`src/rtl/cal_prescaler_pkg.sv`:
```
package cal_prescaler_pkg;
  typedef enum logic [1:0] {
    TRIM_NONE = 2'd0,
    TRIM_FAST = 2'd1,
    TRIM_SLOW = 2'd2
  } trim_e;
endpackage

```
`src/rtl/cal_prescaler_div.sv`:
```
module cal_prescaler_div
  import cal_prescaler_pkg::*;
#(
  parameter int unsigned OSC_HZ   = 32768,
  parameter int unsigned SHORTEN  = 128,
  parameter int unsigned LENGTHEN = 256
) (
  input  logic  clk_i,
  input  logic  rst_ni,
  input  logic  adv_i,
  input  trim_e trim_i,
  output logic  sec_end_o
);
  localparam int unsigned LONG_LEN = OSC_HZ + LENGTHEN;
  localparam int unsigned CNT_W    = $clog2(LONG_LEN + 1);

  logic [CNT_W-1:0] cnt_q, len;

  always_comb begin
    unique case (trim_i)
      TRIM_FAST: len = CNT_W'(OSC_HZ - SHORTEN);
      TRIM_SLOW: len = CNT_W'(LONG_LEN);
      default:   len = CNT_W'(OSC_HZ);
    endcase
  end

  assign sec_end_o = adv_i && (cnt_q == len - 1'b1);

  always_ff @(posedge clk_i or negedge rst_ni) begin
    if (!rst_ni)        cnt_q <= '0;
    else if (sec_end_o) cnt_q <= '0;
    else if (adv_i)     cnt_q <= cnt_q + 1'b1;
  end

  assert_hold_idle_R8: assert property (@(posedge clk_i) disable iff (!rst_ni)
    !adv_i |=> $stable(cnt_q));
  assert_cnt_bound_R2: assert property (@(posedge clk_i) disable iff (!rst_ni)
    cnt_q < CNT_W'(LONG_LEN));
endmodule

```
`src/rtl/cal_prescaler_sched.sv`:
```
module cal_prescaler_sched
  import cal_prescaler_pkg::*;
#(
  parameter int unsigned SEC_PER_MIN = 60,
  parameter int unsigned CYCLE_MIN   = 64,
  parameter int unsigned MAG_W       = 5
) (
  input  logic         clk_i,
  input  logic         rst_ni,
  input  logic         adv_i,
  input  logic         sec_end_i,
  input  logic [MAG_W:0] cal_i,
  output trim_e        trim_o,
  output logic         min_end_o
);
  localparam int unsigned SEC_W = (SEC_PER_MIN > 1) ? $clog2(SEC_PER_MIN) : 1;
  localparam int unsigned MIN_W = (CYCLE_MIN > 1) ? $clog2(CYCLE_MIN) : 1;

  logic [SEC_W-1:0] sec_q;
  logic [MIN_W-1:0] min_q;
  logic             fresh_q;
  logic [MAG_W:0]   cal_q, eff_cal;
  logic [MAG_W-1:0] mag;
  logic             last_sec, last_min, in_window;

  // before the capture tick the live word governs second 0
  assign eff_cal   = fresh_q ? cal_i : cal_q;
  assign mag       = eff_cal[MAG_W-1:0];
  assign last_sec  = (sec_q == SEC_W'(SEC_PER_MIN - 1));
  assign last_min  = (min_q == MIN_W'(CYCLE_MIN - 1));
  assign in_window = (mag != '0) && (32'(min_q) < (32'(mag) << 1));
  assign min_end_o = sec_end_i && last_sec;

  always_comb begin
    trim_o = TRIM_NONE;
    if (sec_q == '0 && in_window) trim_o = eff_cal[MAG_W] ? TRIM_FAST : TRIM_SLOW;
  end

  always_ff @(posedge clk_i or negedge rst_ni) begin
    if (!rst_ni) begin
      sec_q   <= '0;
      min_q   <= '0;
      fresh_q <= 1'b1;
      cal_q   <= '0;
    end else if (adv_i) begin
      if (fresh_q) begin
        cal_q   <= cal_i;
        fresh_q <= 1'b0;
      end
      if (sec_end_i) begin
        if (last_sec) begin
          sec_q <= '0;
          if (last_min) begin
            min_q   <= '0;
            fresh_q <= 1'b1;
          end else begin
            min_q <= min_q + 1'b1;
          end
        end else begin
          sec_q <= sec_q + 1'b1;
        end
      end
    end
  end

  assert_cal_frozen_R7: assert property (@(posedge clk_i) disable iff (!rst_ni)
    !fresh_q |=> $stable(cal_q));
  assert_trim_first_sec_R3: assert property (@(posedge clk_i) disable iff (!rst_ni)
    (trim_o != TRIM_NONE) |-> (sec_q == '0));
  assert_sec_range_R6: assert property (@(posedge clk_i) disable iff (!rst_ni)
    32'(sec_q) < SEC_PER_MIN);
  assert_min_range_R10: assert property (@(posedge clk_i) disable iff (!rst_ni)
    32'(min_q) < CYCLE_MIN);
endmodule

```
`src/rtl/cal_prescaler.sv`:
```
module cal_prescaler
  import cal_prescaler_pkg::*;
#(
  parameter int unsigned OSC_HZ      = 32768,
  parameter int unsigned SHORTEN     = 128,
  parameter int unsigned LENGTHEN    = 256,
  parameter int unsigned SEC_PER_MIN = 60,
  parameter int unsigned CYCLE_MIN   = 64,
  parameter int unsigned MAG_W       = 5
) (
  input  logic           clk_i,
  input  logic           rst_ni,
  input  logic           osc_tick_i,
  input  logic           stop_i,
  input  logic [MAG_W:0] cal_i,
  output logic           sec_tick_o,
  output logic           min_tick_o
);
  logic  adv, sec_end, min_end;
  trim_e trim;

  assign adv = osc_tick_i && !stop_i;

  cal_prescaler_div #(
    .OSC_HZ(OSC_HZ), .SHORTEN(SHORTEN), .LENGTHEN(LENGTHEN)
  ) u_div (
    .clk_i(clk_i), .rst_ni(rst_ni), .adv_i(adv), .trim_i(trim), .sec_end_o(sec_end)
  );

  cal_prescaler_sched #(
    .SEC_PER_MIN(SEC_PER_MIN), .CYCLE_MIN(CYCLE_MIN), .MAG_W(MAG_W)
  ) u_sched (
    .clk_i(clk_i), .rst_ni(rst_ni), .adv_i(adv), .sec_end_i(sec_end),
    .cal_i(cal_i), .trim_o(trim), .min_end_o(min_end)
  );

  always_ff @(posedge clk_i or negedge rst_ni) begin
    if (!rst_ni) begin
      sec_tick_o <= 1'b0;
      min_tick_o <= 1'b0;
    end else begin
      sec_tick_o <= sec_end;
      min_tick_o <= min_end;
    end
  end

  assert_min_on_sec_R6: assert property (@(posedge clk_i) disable iff (!rst_ni)
    min_tick_o |-> sec_tick_o);
  assert_quiet_stop_R8: assert property (@(posedge clk_i) disable iff (!rst_ni)
    stop_i |=> !sec_tick_o && !min_tick_o);
  assert_quiet_gap_R9: assert property (@(posedge clk_i) disable iff (!rst_ni)
    !osc_tick_i |=> !sec_tick_o);
endmodule

```
`config.mk`:
```
export PLATFORM = sky130hd
export DESIGN_NAME = cal_prescaler
export DESIGN_NICKNAME = d
export VERILOG_FILES = /design/src/rtl/cal_prescaler_pkg.sv /design/src/rtl/cal_prescaler_div.sv /design/src/rtl/cal_prescaler_sched.sv /design/src/rtl/cal_prescaler.sv
export SDC_FILE = /design/constraint.sdc
export NUM_CORES = 1
export LEC_CHECK = 0
export BUFFER_PORTS_ARGS = -buffer_cell sky130_fd_sc_hd__buf_4
export CORE_MARGIN = 8
export CORE_UTILIZATION = 40
export CTS_CLUSTER_DIAMETER = 120
export CTS_CLUSTER_SIZE = 16
export DETAILED_ROUTE_END_ITERATION = 10
export HOLD_SLACK_MARGIN = 0.06
export PLACE_DENSITY_LB_ADDON = 0.1
export REMOVE_ABC_BUFFERS = 1
export SLEW_MARGIN = 25
export SYNTH_ARGS = -nofsm -noshare
export SYNTH_HDL_FRONTEND = slang
export SYNTH_SLANG_ARGS = --single-unit
export TNS_END_PERCENT = 1
```
`constraint.sdc`:
```
create_clock -name clk_i -period 7.7 [get_ports clk_i]
set_input_delay 0 -clock clk_i [delete_from_list [all_inputs] [get_ports clk_i]]
set_output_delay 0 -clock clk_i [all_outputs]
set_load 0.03 [all_outputs]
```
Word-level counts from Yosys, hierarchy flattened:

Index checks and enable logic that the tools add are counted.

* register bits: 37
* latch bits: 0
* memory bits (writable): 0
* ROM bits: 0
* input bits: 10
* output and inout bits: 2
* word-level logic and storage cells: 39
* memories: 0

* add/subtract/negate cells: 4
* multiply operators: 0
* div/mod/pow operators: 0
* magnitude comparators: 1
* equality and inequality tests: 5
* shift-type cells: 0
* muxes and demuxes: 11
* bitwise operators: 0
* reductions and logical operators: 11

Operator list (number)
* 16-bit 2-to-1 mux: 2
* 16-bit one-hot mux with 2 select lines: 1
* 6-bit 2-to-1 mux: 3
* 16-bit by 1-bit adder with 16-bit output (second input constant): 1
* 16-bit equality test: 1
* 16-bit by 1-bit subtractor with 16-bit output (second input constant): 1
* 6-bit by 1-bit adder with 6-bit output (second input constant): 2
* 6-bit equality test (second input constant): 2
* 6-bit logical NOT: 1
* 6-bit < comparator: 1
* 1-bit logical AND: 5
* 5-bit nonzero test: 1
* 2-bit 2-to-1 mux: 2
* 1-bit 2-to-1 mux: 3
* 3-bit AND reduction: 1
* 2-bit by 1-bit equality test with 1-bit output (second input constant): 1
* 2-bit equality test (second input constant): 1
* 2-bit AND reduction: 1
* 2-bit nonzero test: 1
* 1-bit logical NOT: 1

Longest topological paths before layout:

* depth in word-level cells: 11
* mapped depth: 10
* mapped depth without buffers: 8

Modules after synthesis:

Synthesis repeated with hierarchy kept, for this count alone.

* cell total of the unflattened synthesis: 204
* area, all modules: 2031.9 µm²

By module, submodules not included
* cal_prescaler_sched: times used 1, cells an instance 114, area an instance 1099.8 µm², seq. area each 476.7 µm²
* cal_prescaler_div: times used 1, cells an instance 87, area an instance 868.3 µm², seq. area each 400.4 µm²
* cal_prescaler: times used 1, cells an instance 3, area an instance 63.8 µm², seq. area each 50.0 µm²

Least setup slack after synthesis:

Ideal clock, no wire load.

* path kind: flip-flop to flip-flop
* from: register u_sched.fresh_q
* to: register u_sched.min_q[5]
* library setup time: 122 ps
* arrival time: 2472 ps
* required time: 7578 ps
* slack: 5107 ps
* stages on the path, launching flop included: 11
* path buffers: 2
* clock period less this slack: 2593 ps
* path through: dfstp_2 > buf_6 > mux2i_1 > ha_1 > a211oi_1 > o211a_1 > o211a_4 > mux2i_4 > buf_6 > mux2i_1 > nand2_1

* longest elaborated chain between the ends: 11
* elaborated cells between the ends (all ways): 14
* classes of those cells: add/sub: 1; order compare: 1; eq/ne: 3; mux: 4; reduce/logical: 5

Ends and longest elaborated chain
* from (decl): line cal_prescaler_sched.sv:21 `logic fresh_q;`
* from (signal assigned): line cal_prescaler_sched.sv:43 `fresh_q <= 1'b1;`
* from (signal assigned): line cal_prescaler_sched.sv:48 `fresh_q <= 1'b0;`
* from (signal assigned): line cal_prescaler_sched.sv:55 `fresh_q <= 1'b1;`
* 6-bit 2-to-1 mux (*)
* 6-bit < comparator / 5-bit nonzero test (equally long branches): line cal_prescaler_sched.sv:31 `assign in_window = (mag != '0) && (32'(min_q) < (32'(mag) << 1));`
* 1-bit logical AND: line cal_prescaler_sched.sv:31
* 1-bit logical AND: line cal_prescaler_sched.sv:36 `if (sec_q == '0 && in_window) trim_o = eff_cal[MAG_W] ? TRIM_FAST : TRIM_SLOW;`
* 2-bit 2-to-1 mux (*): line cal_prescaler_sched.sv:36
* 2-bit equality test / 2-bit by 1-bit equality test with 1-bit output (equally long branches): line cal_prescaler_div.sv:20 `unique case (trim_i)`
* 16-bit one-hot mux with 2 select lines (*): line cal_prescaler_div.sv:20
* 16-bit by 1-bit subtractor with 16-bit output (*): line cal_prescaler_div.sv:27 `assign sec_end_o = adv_i && (cnt_q == len - 1'b1);`
* 16-bit equality test (*): line cal_prescaler_div.sv:27
* 1-bit logical AND (*): line cal_prescaler_div.sv:27
* 3-bit AND reduction (no line) (*)
* to (signal assigned): line cal_prescaler_sched.sv:57 `min_q <= min_q + 1'b1;`
* to (decl): line cal_prescaler_sched.sv:20 `logic [MIN_W-1:0] min_q;`

Every way passes the cells marked *; elsewhere a longest branch is shown, timed or not.
A chain may end at the register's enable or synchronous reset.

Worst setup path in the final report:

* from: register u_sched.fresh_q
* to: register u_sched.sec_q[2]

* longest elaborated chain between the ends: 11
* elaborated cells between the ends (all ways): 14
* classes of those cells: add/sub: 1; order compare: 1; eq/ne: 3; mux: 4; reduce/logical: 5

Ends and longest elaborated chain
* 6-bit 2-to-1 mux (*)
* 6-bit < comparator / 5-bit nonzero test (equally long branches): line cal_prescaler_sched.sv:31
* 1-bit logical AND: line cal_prescaler_sched.sv:31
* 1-bit logical AND: line cal_prescaler_sched.sv:36
* 2-bit 2-to-1 mux (*): line cal_prescaler_sched.sv:36
* 2-bit equality test / 2-bit by 1-bit equality test with 1-bit output (equally long branches): line cal_prescaler_div.sv:20
* 16-bit one-hot mux with 2 select lines (*): line cal_prescaler_div.sv:20
* 16-bit by 1-bit subtractor with 16-bit output (*): line cal_prescaler_div.sv:27
* 16-bit equality test (*): line cal_prescaler_div.sv:27
* 1-bit logical AND (*): line cal_prescaler_div.sv:27
* 2-bit AND reduction (no line) (*)
* to (signal assigned): line cal_prescaler_sched.sv:60 `sec_q <= sec_q + 1'b1;`
* to (decl): line cal_prescaler_sched.sv:19 `logic [SEC_W-1:0] sec_q;`

Marks and branches as above.

==> impl_metrics.ini <==
[place]
preCtsSetupSlack_ns = 4.52
port_buffers = 11
routabilityCongestion = 0.777
dp.final_hpwl_um = 2890

[synth]
synth_seq_cells = 37
yosysTopAreaCellShare_pct = 45.0
syn_area_um2 = 2000
netlist_instances = 199
synth_area_per_cell_um2 = 10.1
yosysWarningCount = 0
synth_top_area_cell = dfrtp_1
synth_flop_cell = dfrtp_1
ys_types = 43
synthArstFlopShare_pct = 100
synthTopCellsByArea = dfrtp_1, ha_1, mux2i_1, nand2_1, nor2_1
synth_common_cells = dfrtp_1, nand2_1, nor2_1
synth_seq_area_share_pct = 46.3
synth-edff-count = 0
synth.most_common_cell = dfrtp_1

[critical_path]
arrival_ns = 3.40
cp.depth = 8
cp_slowest_cell = mux2i_4
cp.required_ns = 7.88
worst_setup_path_start_kind = flip-flop
cp-end-kind = flip-flop
critPathLaunch = u_sched.fresh_q$_DFFE_PN1P_
slowest_delay_ns = 0.74
path_class = flip-flop to flip-flop
cpLargestDelayFamily = compound AO/OA/AOI/OAI gates
cp_max_fo = 28
worstReg2RegEnd = u_sched.sec_q[2]$_DFFE_PN0P_
crit_chain = mux2i_1 > ha_1 > a211oi_1 > o211a_1 > o211a_4 > mux2i_4 > a21boi_0 > a31o_2
r2r_start = u_sched.fresh_q$_DFFE_PN1P_
r2r_slack_ns = 4.47
ff2ff_path_depth = 8
endpoint = u_sched.sec_q[2]$_DFFE_PN0P_
worst-path-buf-inv = 0

[timing]
finalCritPeriodShare_pct = 41.9
rsz0062_at_grt = no
hold_violations = 0
finClkSkew_ns = 0.00699
clock.fmax_ghz = 0.310
layout_setup_ws_ns = 4.47
worst_pin_slew_ns = 0.870
tns_ns = 0
whs_ns = 0.0980
slew_headroom_pct = 40.8
finalSetupViolations = 0
fin_crit_ns = 3.23
drv_slew = 0

[grt]
track_usage_pct = 11.7
grt_pass1_vias = 1491
grt_pass1_wl_um = 6960
grt_start_max_net_pins = 38
grt_overflow = 0
antenna_found_initial = 0

[power_and_ir_drop]
p_leak_nw = 1.02
vdd_drop_max_mv = 0.115
power.density_nw_per_um2 = 167

[worst_hold_path]
hold_depth = 3
hp-class = primary input to flip-flop

[floorplan]
rows = 25
die_w_um = 86.7
die_y_um = 86.7
initial_core_util_pct = 41.8
die-area_um2 = 7520
core_area_um2 = 4790
ios = 12

[status]
status = finished, final reports clean

[clocking]
clk_path_buf_depth = 2
post_cts_resized = 0
clkLatencyLatePin_ns = 0.29
h-tree-depth = 2
clkTransAtPathRegs_ns = 0.07
numCtsBuffers = 5
clock-root-buffer = clkbuf_8
cts_setup_buffers = 0
hold_buffers = 3
cts_tree = done
clkSinkCount = 37

[detailed_routing]
via_count = 1466
wl_per_cell_um = 14.0
drt_iter0_drc = 78
drc = 0
vias_per_cell = 5.18
wl_um = 3960
ant_nets = 0
drtPass1Iterations = 4

[finish]
final_util_pct = 47.1
multi_input_area_um2 = 1030
drive_gt1_share_pct = 12.5
fillCellCount = 441
ff_latch_area_um2 = 927
area_delta_synth_final_pct = 12.6
nets = 234
diodes = 0

[flow_run]
timing.max_cap.violations = 0
==> cells by family after synthesis <==
logic type               synth area share (%)
AO/OA/AOI/OAI                            11.2
XOR/XNOR                                 6.13
adder cells (fa/ha/maj)                  5.00
buffers and inverters                    2.12
flip-flops                               46.3
multiplexers                             7.69
AND/OR/NAND/NOR                          21.6
==> flip-flops by register name, indices dropped and copies added (netlist names) <==
name	count
u_sched.cal_q	6
u_sched.min_q	6
min_tick_o	1
sec_tick_o	1
u_div.cnt_q	16
u_sched.sec_q	6
u_sched.fresh_q	1
==> cell type report <==
type	instances	share of cell area, %
Multi-Input combinational cell	155	45.8
Sequential cell	37	41.1
Timing Repair Buffer	14	5.00
Clock buffer	7	3.83
Tap cell	67	3.72
Inverter	3	0.500
==> metal layers <==
metal / vias up / share of wire (%) / GRT usage, %
li1: 740 / - / -
met1: 704 / 46 / 13.4
met2: 15 / 50 / 19.5
met3: 7 / 3.0 / 3.50
met4: 0 / 1.6 / 5.32
met5: - / 0 / 0
==> tightest hold or removal path, cell delays in order <==
cell and delay (ns):
buf_4 0.07, mux2i_1 0.09, o21ai_0 0.18
==> layout by cell type (no fill, tap or decap), types with 3 or more instances in the layout <==
master,n
dfrtp_1,36
nand2_1,24
nor2_1,20
nand3_1,14
o21ai_0,14
buf_4,11
mux2i_1,9
ha_1,8
xnor2_1,7
xor2_1,7
and3_1,6
clkbuf_8,6
a21oi_1,5
inv_1,3
nand4_1,3
nor3_1,3
nand2b_1,3
or3_1,3
dlygate4sd3_1,3
==> through the flow <==
step,power [mW],cells,instance area (um^2)
after floorplan,0.231,195,1970
after global placement,0.242,273,2140
after detailed placement,0.243,273,2140
after CTS,0.381,283,2250
after global routing,0.397,283,2250
final,0.376,283,2250
==> report_power, final <==
| group | internal [mW] | total, mW | switching [mW] |
|---|---|---|---|
| combinational | 0.0125 | 0.0252 | 0.0127 |
| sequential | 0.204 | 0.215 | 0.0108 |
| clock | 0.0710 | 0.136 | 0.0650 |
==> worst min path at each step <==
stage | to | start | slack [ns]
2_1_floorplan | min_tick_o$_DFF_PN0_ | rst_ni | -0.30
3_3_place_gp | u_sched.min_q[2]$_DFFE_PN0P_ | rst_ni | -0.02
3_5_place_dp | u_sched.min_q[2]$_DFFE_PN0P_ | rst_ni | -0.01
4_1_cts | u_sched.cal_q[0]$_DFFE_PN0P_ | cal_i[0] | 0.09
5_1_grt | u_sched.cal_q[3]$_DFFE_PN0P_ | cal_i[3] | 0.10
6_report | u_sched.cal_q[3]$_DFFE_PN0P_ | cal_i[3] | 0.1
Note: power is estimated with default switching activity, not from simulation.
